### src/rtl/nf_pkg.sv
package nf_pkg;
  // descriptor geometry; positions are decoded by hardware
  localparam int NODE_WORDS = 16;
  localparam int IDX_W      = $clog2(NODE_WORDS);
  localparam int W_CTRL     = 0;
  localparam int W_LINK     = 9;
  localparam int W_PROPS    = 13;
  localparam int DEFER_BIT  = 31;
  localparam int HIDE_W     = 2;
endpackage

### src/rtl/nf_ptr_reg.sv
module nf_ptr_reg
  import nf_pkg::*;
#(
  parameter int WORD_W     = 32,
  parameter int ALIGN_BITS = 4
) (
  input  logic              clk,
  input  logic              rst_n,
  input  logic              sync_i,
  input  logic              last_i,
  input  logic [WORD_W-1:0] link_i,
  input  logic              cpu_we_i,
  input  logic [WORD_W-1:0] cpu_wdata_i,
  output logic [WORD_W-1:0] ptr_o
);
  localparam logic [WORD_W-1:0] LOW_MASK = WORD_W'((1 << ALIGN_BITS) - 1);

  function automatic logic [WORD_W-1:0] align_ptr(input logic [WORD_W-1:0] p);
    return p & ~LOW_MASK;
  endfunction

  logic [WORD_W-1:0] next_q, cpu_val_q;
  logic              cpu_pend_q;

  assign ptr_o = cpu_pend_q ? cpu_val_q : next_q;

  always_ff @(posedge clk or negedge rst_n) begin
    if (!rst_n) begin
      next_q     <= '0;
      cpu_val_q  <= '0;
      cpu_pend_q <= 1'b0;
    end else begin
      if (sync_i) begin
        next_q     <= ptr_o;
        cpu_pend_q <= 1'b0;
      end
      if (last_i) next_q <= align_ptr(link_i);
      if (cpu_we_i) begin
        cpu_pend_q <= 1'b1;
        cpu_val_q  <= align_ptr(cpu_wdata_i);
      end
    end
  end

  // a software write is visible on the read-back next cycle
  a_r7_cpu_visible: assert property (@(posedge clk) disable iff (!rst_n)
    cpu_we_i |=> ptr_o == align_ptr($past(cpu_wdata_i)));

  // completion adopts the descriptor link when no write is pending
  a_r6_link_adopted: assert property (@(posedge clk) disable iff (!rst_n)
    last_i && !cpu_we_i && !cpu_pend_q |=> ptr_o == align_ptr($past(link_i)));

  // a pending write survives a completing fetch
  a_r7_write_wins: assert property (@(posedge clk) disable iff (!rst_n)
    cpu_pend_q && !sync_i && !cpu_we_i |=> $stable(ptr_o));
endmodule

### src/rtl/nf_sequencer.sv
module nf_sequencer
  import nf_pkg::*;
#(
  parameter int WORD_W = 32
) (
  input  logic              clk,
  input  logic              rst_n,
  input  logic              sync_i,
  input  logic [WORD_W-1:0] fetch_addr_i,
  input  logic              mem_valid_i,
  output logic              mem_req_o,
  output logic [WORD_W-1:0] mem_addr_o,
  output logic              take_o,
  output logic              last_o,
  output logic [IDX_W-1:0]  idx_o,
  output logic              late_o
);
  localparam int BYTES = WORD_W / 8;
  localparam logic [IDX_W-1:0] LAST_IDX = IDX_W'(NODE_WORDS - 1);

  function automatic logic [WORD_W-1:0] word_addr(input logic [WORD_W-1:0] base,
                                                  input logic [IDX_W-1:0]  k);
    return base + WORD_W'(k) * WORD_W'(BYTES);
  endfunction

  logic              busy_q, late_q;
  logic [IDX_W-1:0]  idx_q;
  logic [WORD_W-1:0] base_q;

  assign mem_req_o  = busy_q;
  assign mem_addr_o = word_addr(base_q, idx_q);
  assign take_o     = busy_q && mem_valid_i && !sync_i;
  assign last_o     = take_o && (idx_q == LAST_IDX);
  assign idx_o      = idx_q;
  assign late_o     = late_q;

  always_ff @(posedge clk or negedge rst_n) begin
    if (!rst_n) begin
      busy_q <= 1'b0;
      late_q <= 1'b0;
      idx_q  <= '0;
      base_q <= '0;
    end else if (sync_i) begin
      if (busy_q) late_q <= 1'b1;
      busy_q <= (fetch_addr_i != '0);
      idx_q  <= '0;
      base_q <= fetch_addr_i;
    end else if (take_o) begin
      if (last_o) busy_q <= 1'b0;
      else        idx_q  <= idx_q + IDX_W'(1);
    end
  end

  // a stalled request keeps its address
  a_r2_hold_addr: assert property (@(posedge clk) disable iff (!rst_n)
    mem_req_o && !mem_valid_i && !sync_i |=> mem_req_o && $stable(mem_addr_o));

  // every fetch starts at word 0 of the pointer
  a_r2_start_word0: assert property (@(posedge clk) disable iff (!rst_n)
    sync_i && fetch_addr_i != '0 |=> mem_req_o && mem_addr_o == $past(fetch_addr_i));

  // a zero pointer starts nothing
  a_r3_zero_idle: assert property (@(posedge clk) disable iff (!rst_n)
    sync_i && fetch_addr_i == '0 |=> !mem_req_o);

  // overrun raises the flag, and it sticks
  a_r8_late_on_overrun: assert property (@(posedge clk) disable iff (!rst_n)
    sync_i && mem_req_o |=> late_o);
  a_r8_late_sticky: assert property (@(posedge clk) disable iff (!rst_n)
    late_o |=> late_o);
endmodule

### src/rtl/nf_shadow.sv
module nf_shadow
  import nf_pkg::*;
#(
  parameter int WORD_W = 32
) (
  input  logic                         clk,
  input  logic                         rst_n,
  input  logic                         sync_i,
  input  logic                         take_i,
  input  logic                         last_i,
  input  logic [IDX_W-1:0]             idx_i,
  input  logic [WORD_W-1:0]            rdata_i,
  output logic [WORD_W-1:0]            link_o,
  output logic [NODE_WORDS*WORD_W-1:0] node_o,
  output logic                         plane_on_o
);
  logic [WORD_W-1:0] stage_q [NODE_WORDS];
  logic [WORD_W-1:0] act_q   [NODE_WORDS];
  logic              pend_q, actv_q;
  logic              defer;

  assign defer  = stage_q[W_CTRL][DEFER_BIT];
  assign link_o = stage_q[W_LINK];

  always_ff @(posedge clk or negedge rst_n) begin
    if (!rst_n) begin
      for (int k = 0; k < NODE_WORDS; k++) begin
        stage_q[k] <= '0;
        act_q[k]   <= '0;
      end
      pend_q <= 1'b0;
      actv_q <= 1'b0;
    end else begin
      if (take_i) stage_q[idx_i] <= rdata_i;
      if (last_i) begin
        if (defer) begin
          pend_q <= 1'b1;
        end else begin
          for (int k = 0; k < NODE_WORDS; k++)
            act_q[k] <= (k == NODE_WORDS - 1) ? rdata_i : stage_q[k];
          actv_q <= 1'b1;
        end
      end
      if (sync_i && pend_q) begin
        for (int k = 0; k < NODE_WORDS; k++) act_q[k] <= stage_q[k];
        actv_q <= 1'b1;
        pend_q <= 1'b0;
      end
    end
  end

  for (genvar g = 0; g < NODE_WORDS; g++) begin : g_out
    assign node_o[g*WORD_W +: WORD_W] = act_q[g];
  end

  assign plane_on_o = actv_q && (act_q[W_PROPS][HIDE_W-1:0] == '0);

  // outputs move only on a completing word or a sync
  a_r4_atomic_update: assert property (@(posedge clk) disable iff (!rst_n)
    !last_i && !sync_i |=> $stable(node_o));

  // a held-back descriptor waits for the sync
  a_r5_defer_wait: assert property (@(posedge clk) disable iff (!rst_n)
    pend_q && !sync_i |=> $stable(node_o) && pend_q);
endmodule

### src/rtl/node_chain_fetcher.sv
module node_chain_fetcher
  import nf_pkg::*;
#(
  parameter int WORD_W     = 32,
  parameter int ALIGN_BITS = 4
) (
  input  logic                         clk,
  input  logic                         rst_n,
  input  logic                         sync_i,
  input  logic                         cpu_ptr_we_i,
  input  logic [WORD_W-1:0]            cpu_ptr_wdata_i,
  output logic [WORD_W-1:0]            ptr_o,
  output logic                         mem_req_o,
  output logic [WORD_W-1:0]            mem_addr_o,
  input  logic [WORD_W-1:0]            mem_rdata_i,
  input  logic                         mem_valid_i,
  output logic [NODE_WORDS*WORD_W-1:0] node_o,
  output logic                         plane_on_o,
  output logic                         late_o
);
  logic              take, last;
  logic [IDX_W-1:0]  idx;
  logic [WORD_W-1:0] link;

  nf_ptr_reg #(.WORD_W(WORD_W), .ALIGN_BITS(ALIGN_BITS)) u_ptr (
    .clk         (clk),
    .rst_n       (rst_n),
    .sync_i      (sync_i),
    .last_i      (last),
    .link_i      (link),
    .cpu_we_i    (cpu_ptr_we_i),
    .cpu_wdata_i (cpu_ptr_wdata_i),
    .ptr_o       (ptr_o)
  );

  nf_sequencer #(.WORD_W(WORD_W)) u_seq (
    .clk          (clk),
    .rst_n        (rst_n),
    .sync_i       (sync_i),
    .fetch_addr_i (ptr_o),
    .mem_valid_i  (mem_valid_i),
    .mem_req_o    (mem_req_o),
    .mem_addr_o   (mem_addr_o),
    .take_o       (take),
    .last_o       (last),
    .idx_o        (idx),
    .late_o       (late_o)
  );

  nf_shadow #(.WORD_W(WORD_W)) u_shadow (
    .clk        (clk),
    .rst_n      (rst_n),
    .sync_i     (sync_i),
    .take_i     (take),
    .last_i     (last),
    .idx_i      (idx),
    .rdata_i    (mem_rdata_i),
    .link_o     (link),
    .node_o     (node_o),
    .plane_on_o (plane_on_o)
  );

  // a hidden properties word never shows the plane
  a_r9_hidden_off: assert property (@(posedge clk) disable iff (!rst_n)
    node_o[W_PROPS*WORD_W +: HIDE_W] != '0 |-> !plane_on_o);
endmodule

### config.mk
export PLATFORM = sky130hd
export DESIGN_NAME = node_chain_fetcher
export DESIGN_NICKNAME = d
export VERILOG_FILES = /design/src/rtl/nf_pkg.sv /design/src/rtl/nf_ptr_reg.sv /design/src/rtl/nf_sequencer.sv /design/src/rtl/nf_shadow.sv /design/src/rtl/node_chain_fetcher.sv
export SDC_FILE = /design/constraint.sdc
export NUM_CORES = 1
export LEC_CHECK = 0
export ABC_CLOCK_PERIOD_IN_PS = 2600
export CORE_ASPECT_RATIO = 0.7
export CORE_MARGIN = 5
export CORE_UTILIZATION = 35
export DETAILED_ROUTE_END_ITERATION = 7
export SETUP_SLACK_MARGIN = 0.2
export SLEW_MARGIN = 20
export SYNTH_ARGS = -nofsm -noshare
export SYNTH_HDL_FRONTEND = slang
export SYNTH_SLANG_ARGS = --single-unit
### constraint.sdc
create_clock -name clk -period 2.6 [get_ports clk]
set_clock_uncertainty 0.2 [all_clocks]
set_input_delay 0.52 -clock clk [delete_from_list [all_inputs] [get_ports clk]]
set_output_delay 0.52 -clock clk [all_outputs]
set_load 0.005 [all_outputs]
-- Word level (Yosys, flattened, before mapping)
Index checks and enable logic that the tools add are counted.
- $add $sub $neg: 2
- order comparisons: 2
- eq/ne operators: 3
- multiplexer cells: 23
- bitwise gates (word level): 1
- reductions and logical operators: 19
- operators by type and width (cell ; number):
    $mux W512 ; 3
    $bwmux W512 ; 1
    $demux W32 S4 ; 1
    $mux W32 ; 4
    $add A32 B6 Y32 ; 1
    $reduce_bool A32 Y1 ; 1
    $mux W4 ; 3
    $mux W1 ; 11
    $reduce_and A2 Y1 ; 5
    $reduce_bool A2 Y1 ; 5
    $logic_and A1 B1 Y1 ; 6
    $ge A5 B5 Y1 const B ; 1
    $lt A5 B1 Y1 const B ; 1
    $not A4 Y5 ; 1
    $add A4 B1 Y4 const B ; 1
    $eq A4 B4 Y1 const B ; 1
    $ne A2 B2 Y1 const B ; 2
    $logic_not A2 Y1 ; 1
    $logic_not A1 Y1 ; 1
- flip-flop bits (word level): 1125

-- Logic depth before layout (Yosys ltp)
- depth after elaboration: 6
- depth in mapped cells: 9
- mapped depth without buffers: 7

-- By module
Synthesis repeated with hierarchy kept, for this count alone.
- cells, all modules: 2802
- area total of the unflattened synthesis: 44151.1 µm²
- by module, submodules not included (module ; instances ; cells each ; area an instance (µm²) ; sequential area each (µm²)):
    nf_shadow ; 1 ; 2291 ; 38652.1 ; 25674.6
    nf_ptr_reg ; 1 ; 297 ; 3186.8 ; 1526.5
    nf_sequencer ; 1 ; 214 ; 2312.2 ; 950.9

-- Worst setup path after synthesis
Ideal clock, no wire load.
- kind: reg-to-output
- start: reg u_seq.idx_q[0], in the netlist u_seq.idx_o[0]
- end: out mem_addr_o[18]
- arrival: 1.935 ns
- slack: -0.055 ns
- stages on the path, launching flop included: 8
- buffers on the path: 0
- cells stage by stage: dfrtp_1 > ha_1 > inv_1 > fa_1 > nand2b_1 > a211oi_1 > nand4_1 > xnor2_1
- cells in the longest elaborated chain, start to end: 1
- RTL lines (item ; line ; RTL):
    from (decl) ; nf_sequencer.sv:27 ; logic [IDX_W-1:0] idx_q;
    from (signal assigned) ; nf_sequencer.sv:50 ; else idx_q <= idx_q + IDX_W'(1);
    $add A32 B6 Y32 ; nf_sequencer.sv:23 ; return base + WORD_W'(k) * WORD_W'(BYTES);
    to (decl) ; node_chain_fetcher.sv:14 ; output logic [WORD_W-1:0] mem_addr_o,
Every way passes these cells.

-- Worst setup path in the final report
- start: reg u_seq.base_q[2]
- end: out mem_addr_o[10]
- cells in the longest elaborated chain, start to end: 1
- RTL lines (item ; line ; RTL):
    from (decl) ; nf_sequencer.sv:28 ; logic [WORD_W-1:0] base_q;
    from (signal assigned) ; nf_sequencer.sv:47 ; base_q <= fetch_addr_i;
    $add A32 B6 Y32 ; nf_sequencer.sv:23 ;
Every way passes these cells.

==> impl_metrics.toml <==
[run_status]
outcome = "complete, but fails checks"
violations = "negative setup slack"

[clocking]
cts_buffers = 109
cts_root_buf = "clkbuf_16"
htree_levels = 3
clk_pin_slew_ns = 0.06
clk_path_buf_depth = 3
clkSinkCount = 1125
worstSkewPairLatency_ns = 0.70
cts_tree = "yes"

[power]
power_switching_share_pct = 23.5
cellPowerDensity_nw_per_um2 = 629
vdd_drop_max_mv = 0.509
power_mw = 38.1
p_int_mw = 29.2
power_frac_comb_pct = 7.5
power_frac_clock_pct = 43.1
p_sw_mw = 8.95
total_leakage_power_nw = 29.2
seqPwrFrac_pct = 49.5

[place]
port_buffers = 643
gp_congestion = 0.854
placed_cell_area_sq_um = 54000
dp.final_hpwl_um = 90500
dpl_worst_slack_ns = -0.501

[worst_setup_path]
crit_path_end_kind = "primary output"
r2r_slack_ns = -0.31
path_cells = "ha_2 -> inv_2 -> fa_2 -> nand2b_4 -> a211oi_4 -> buf_4 -> buf_6 -> buf_6 -> xor2_1 -> buf_2"
crit_required_ns = 1.88
crit_arrival_ns = 2.71
crit_top_cell = "buf_6"
slowest_stage = "dfrtp_1"
startpoint_type = "register"
crit_fanout = 3
timing.rr.start = "u_seq.idx_o[1]$_DFFE_PN0P_"
slowest_delay_ns = 0.36
crit_start = "u_seq.base_q[2]$_DFFE_PN0P_"
worstSetupPathType = "register to primary output"

[yosys]
synthesis.area_sq_um = 43900
ys_seq_elements = 1125
synth_nets = 2859
synthXorXnorAreaFrac_pct = 0.578
synth_top_family_by_area = "multiplexers"
synth-simple-area-share_pct = 2.32
yosysUniqueCellTypes = 43
synthAdderAreaFrac_pct = 0.273
muxShareOfSynthArea_pct = 28.5
syn_area_per_cell_sq_um = 15.8
synth_cells = 2781
synth-compound-area-share_pct = 1.80
ys_warn_count = 0
yosysSeqAreaShare_pct = 64.1

[routing]
wire_per_inst_um = 25.1
drcViolationCount = 0
vias_per_cell = 4.96
antenna_left = 0
dr.pass1.iters = 5
routed_wl_um = 137000
drt_iter0_markers = 1504
vias = 27200

[global_routing]
grt_max_degree = 98
grt_pass1_vias = 27800
grt.total_usage_pct = 19.8
antenna_found_initial = 6
grt_pass1_wl_um = 196000
grt_overflow = 0

[finish]
area_delta_synth_final_pct = 38.0
final_cell_mix = "dfrtp_1, mux2_2, clkdlybuf4s50_1, buf_4, dlygate4sd2_1"
drive_gt1_share_pct = 46.5
stdcell_area_sq_um = 60600
fin_nets = 3801
fillers = 10700
layout_commonest_cell = "dfrtp_1"
post-route-util_pct = 48.8

[run]
max_cap_viol_count = 0

[timing]
slew_headroom_pct = 52.9
clock.fmax_mhz = 292
fin_setup_tns_ns = -132.56
worst_pin_slew_ns = 0.707
setup_viol = 568
finalHoldViolCount = 0
timing.final.crit_period_ns = 3.43
drv_slew = 0
setup_ws_ns = -0.826
rsz0062_at_grt = "true"
period_share_pct = 132

[floorplanning]
coreArea_sq_um = 124000
die-area_sq_um = 133000
start_util_pct = 35.3
die_h_um = 306
row_count = 108
die_w_um = 433
pin_count = 648

[min_path]
hold_path_class = "input port to async pin"
cell families (layout without fill, tap and decap cells):
group           Yosys count  count (layout)
compound gates          138             138
xor+xnor                 29              29
fa+ha+maj                 9               9
buf+inv                 188            1222
flops                  1125            1125
mux                    1085            1085
other cells               0               7
simple gates            207             207
path summary, 6_finish.rpt:
check,endpoint,cells past startpoint
min in group clk,u_ptr.cpu_val_q[21]$_DFFE_PN0P_,2
max,mem_addr_o[10],10
min reg2reg,u_seq.late_o$_DFFE_PN0P_,1
max reg2reg,u_shadow.node_o[438]$_DFFE_PN0P_,14
max in group asynchronous,u_shadow.stage_q[454]$_DFFE_PN0P_,3
min,u_shadow.stage_q[300]$_DFFE_PN0P_,2
flip-flops by register name, summed over array words and instances (netlist names):
signal            flops
u_ptr.cpu_pend_q      1
u_ptr.cpu_val_q      28
u_ptr.next_q         32
u_seq.base_q         32
u_seq.idx_o           4
u_seq.late_o          1
u_seq.mem_req_o       1
u_shadow.actv_q       1
u_shadow.defer        1
u_shadow.link_o      32
u_shadow.node_o     512
u_shadow.pend_q       1
u_shadow.stage_q    479
final cells by class:
class | instances | area [sq um] | share of cell area, %
sequential | 1125 | 28200 | 46.5
multi-input combinational | 1468 | 15400 | 25.4
timing repair buffer | 1005 | 11200 | 18.5
clock buffer | 161 | 3240 | 5.35
tap | 1650 | 2060 | 3.41
clock inverter | 42 | 493 | 0.813
inverter | 14 | 52.6 | 0.0867
antenna | 7 | 17.5 | 0.0289
worst max-delay path: cells and delay by family, from the launching register on:
kind                       cells  cell delay, ns
AOI/OAI and AO/OA              1            0.29
xor gates and xnor gates       1            0.14
adders and majority gates      2            0.52
buffers and inverters          5            0.53
DFF                            1            0.36
and+or+nand+nor                1            0.18
stage by stage:
stage | hold WS, ns | std cells
detailed placement | 0.216 | 5115
global route | 0.0538 | 5467
finish | 0.0840 | 5472
CTS | 0.0327 | 5412
floorplan | 0.0244 | 2781
global placement | 0.224 | 5115
power groups by stage:
stage / sequential (mW) / combinational, mW / clock (mW)
floorplan: 19.0 / 1.18 / 0
global placement: 19.1 / 2.64 / 0
detailed placement: 19.1 / 2.68 / 0
CTS: 18.8 / 2.79 / 16.9
global route: 18.9 / 3.11 / 17.6
finish: 18.9 / 2.84 / 16.4
layer usage:
metal | track usage [%] | routed length (um)
met4 | 5.72 | 3940
met5 | 0 | 0
met2 | 30.9 | 63300
met1 | 28.1 | 62900
met3 | 4.06 | 7240
synth_stat cells:
| cell | instances | area, sq um |
|---|---|---|
| a211oi_1 | 3 | 22.5 |
| a21boi_0 | 2 | 15.0 |
| a21o_1 | 2 | 15.0 |
| a21oi_1 | 40 | 200 |
| a221oi_1 | 1 | 8.76 |
| a31o_1 | 1 | 8.76 |
| a41oi_1 | 1 | 8.76 |
| and2_1 | 8 | 50.1 |
| and3_1 | 8 | 50.1 |
| and3b_1 | 1 | 8.76 |
| and4_1 | 1 | 8.76 |
| and4b_1 | 1 | 10.0 |
| buf_1 | 12 | 45.0 |
| buf_2 | 52 | 260 |
| buf_4 | 47 | 353 |
| buf_6 | 4 | 45.0 |
| buf_8 | 9 | 135 |
| clkbuf_1 | 50 | 188 |
| dfrtp_1 | 1125 | 28200 |
| fa_1 | 1 | 20.0 |
| ha_1 | 8 | 100 |
| inv_1 | 14 | 52.6 |
| mux2_2 | 953 | 10700 |
| mux2_4 | 92 | 1380 |
| mux2i_1 | 40 | 400 |
| nand2_1 | 47 | 176 |
| nand2b_1 | 4 | 25.0 |
| nand3_1 | 24 | 120 |
| nand4_1 | 11 | 68.8 |
| nand4b_1 | 1 | 8.76 |
| nor2_1 | 56 | 210 |
| nor2b_1 | 5 | 31.3 |
| nor3_1 | 4 | 20.0 |
| nor3b_1 | 1 | 7.51 |
| nor4_1 | 9 | 56.3 |
| o21a_1 | 27 | 203 |
| o21ai_0 | 59 | 295 |
| o22ai_1 | 2 | 12.5 |
| or2_2 | 24 | 150 |
| or4_1 | 1 | 7.51 |
| or4b_2 | 1 | 10.0 |
| xnor2_1 | 27 | 236 |
| xor2_1 | 2 | 17.5 |
repair_timing:
action | in CTS | in global routing
cloned | 17 | 33
setup buffers | 75 | 20
hold buffers | 2 | 0
hold endpoints to repair | 484 | 0
gates resized for setup | 541 | 132
pin swaps | 43 | 29
endpoints found under the setup margin | 608 | 998
(Power assumes the default switching activity.)
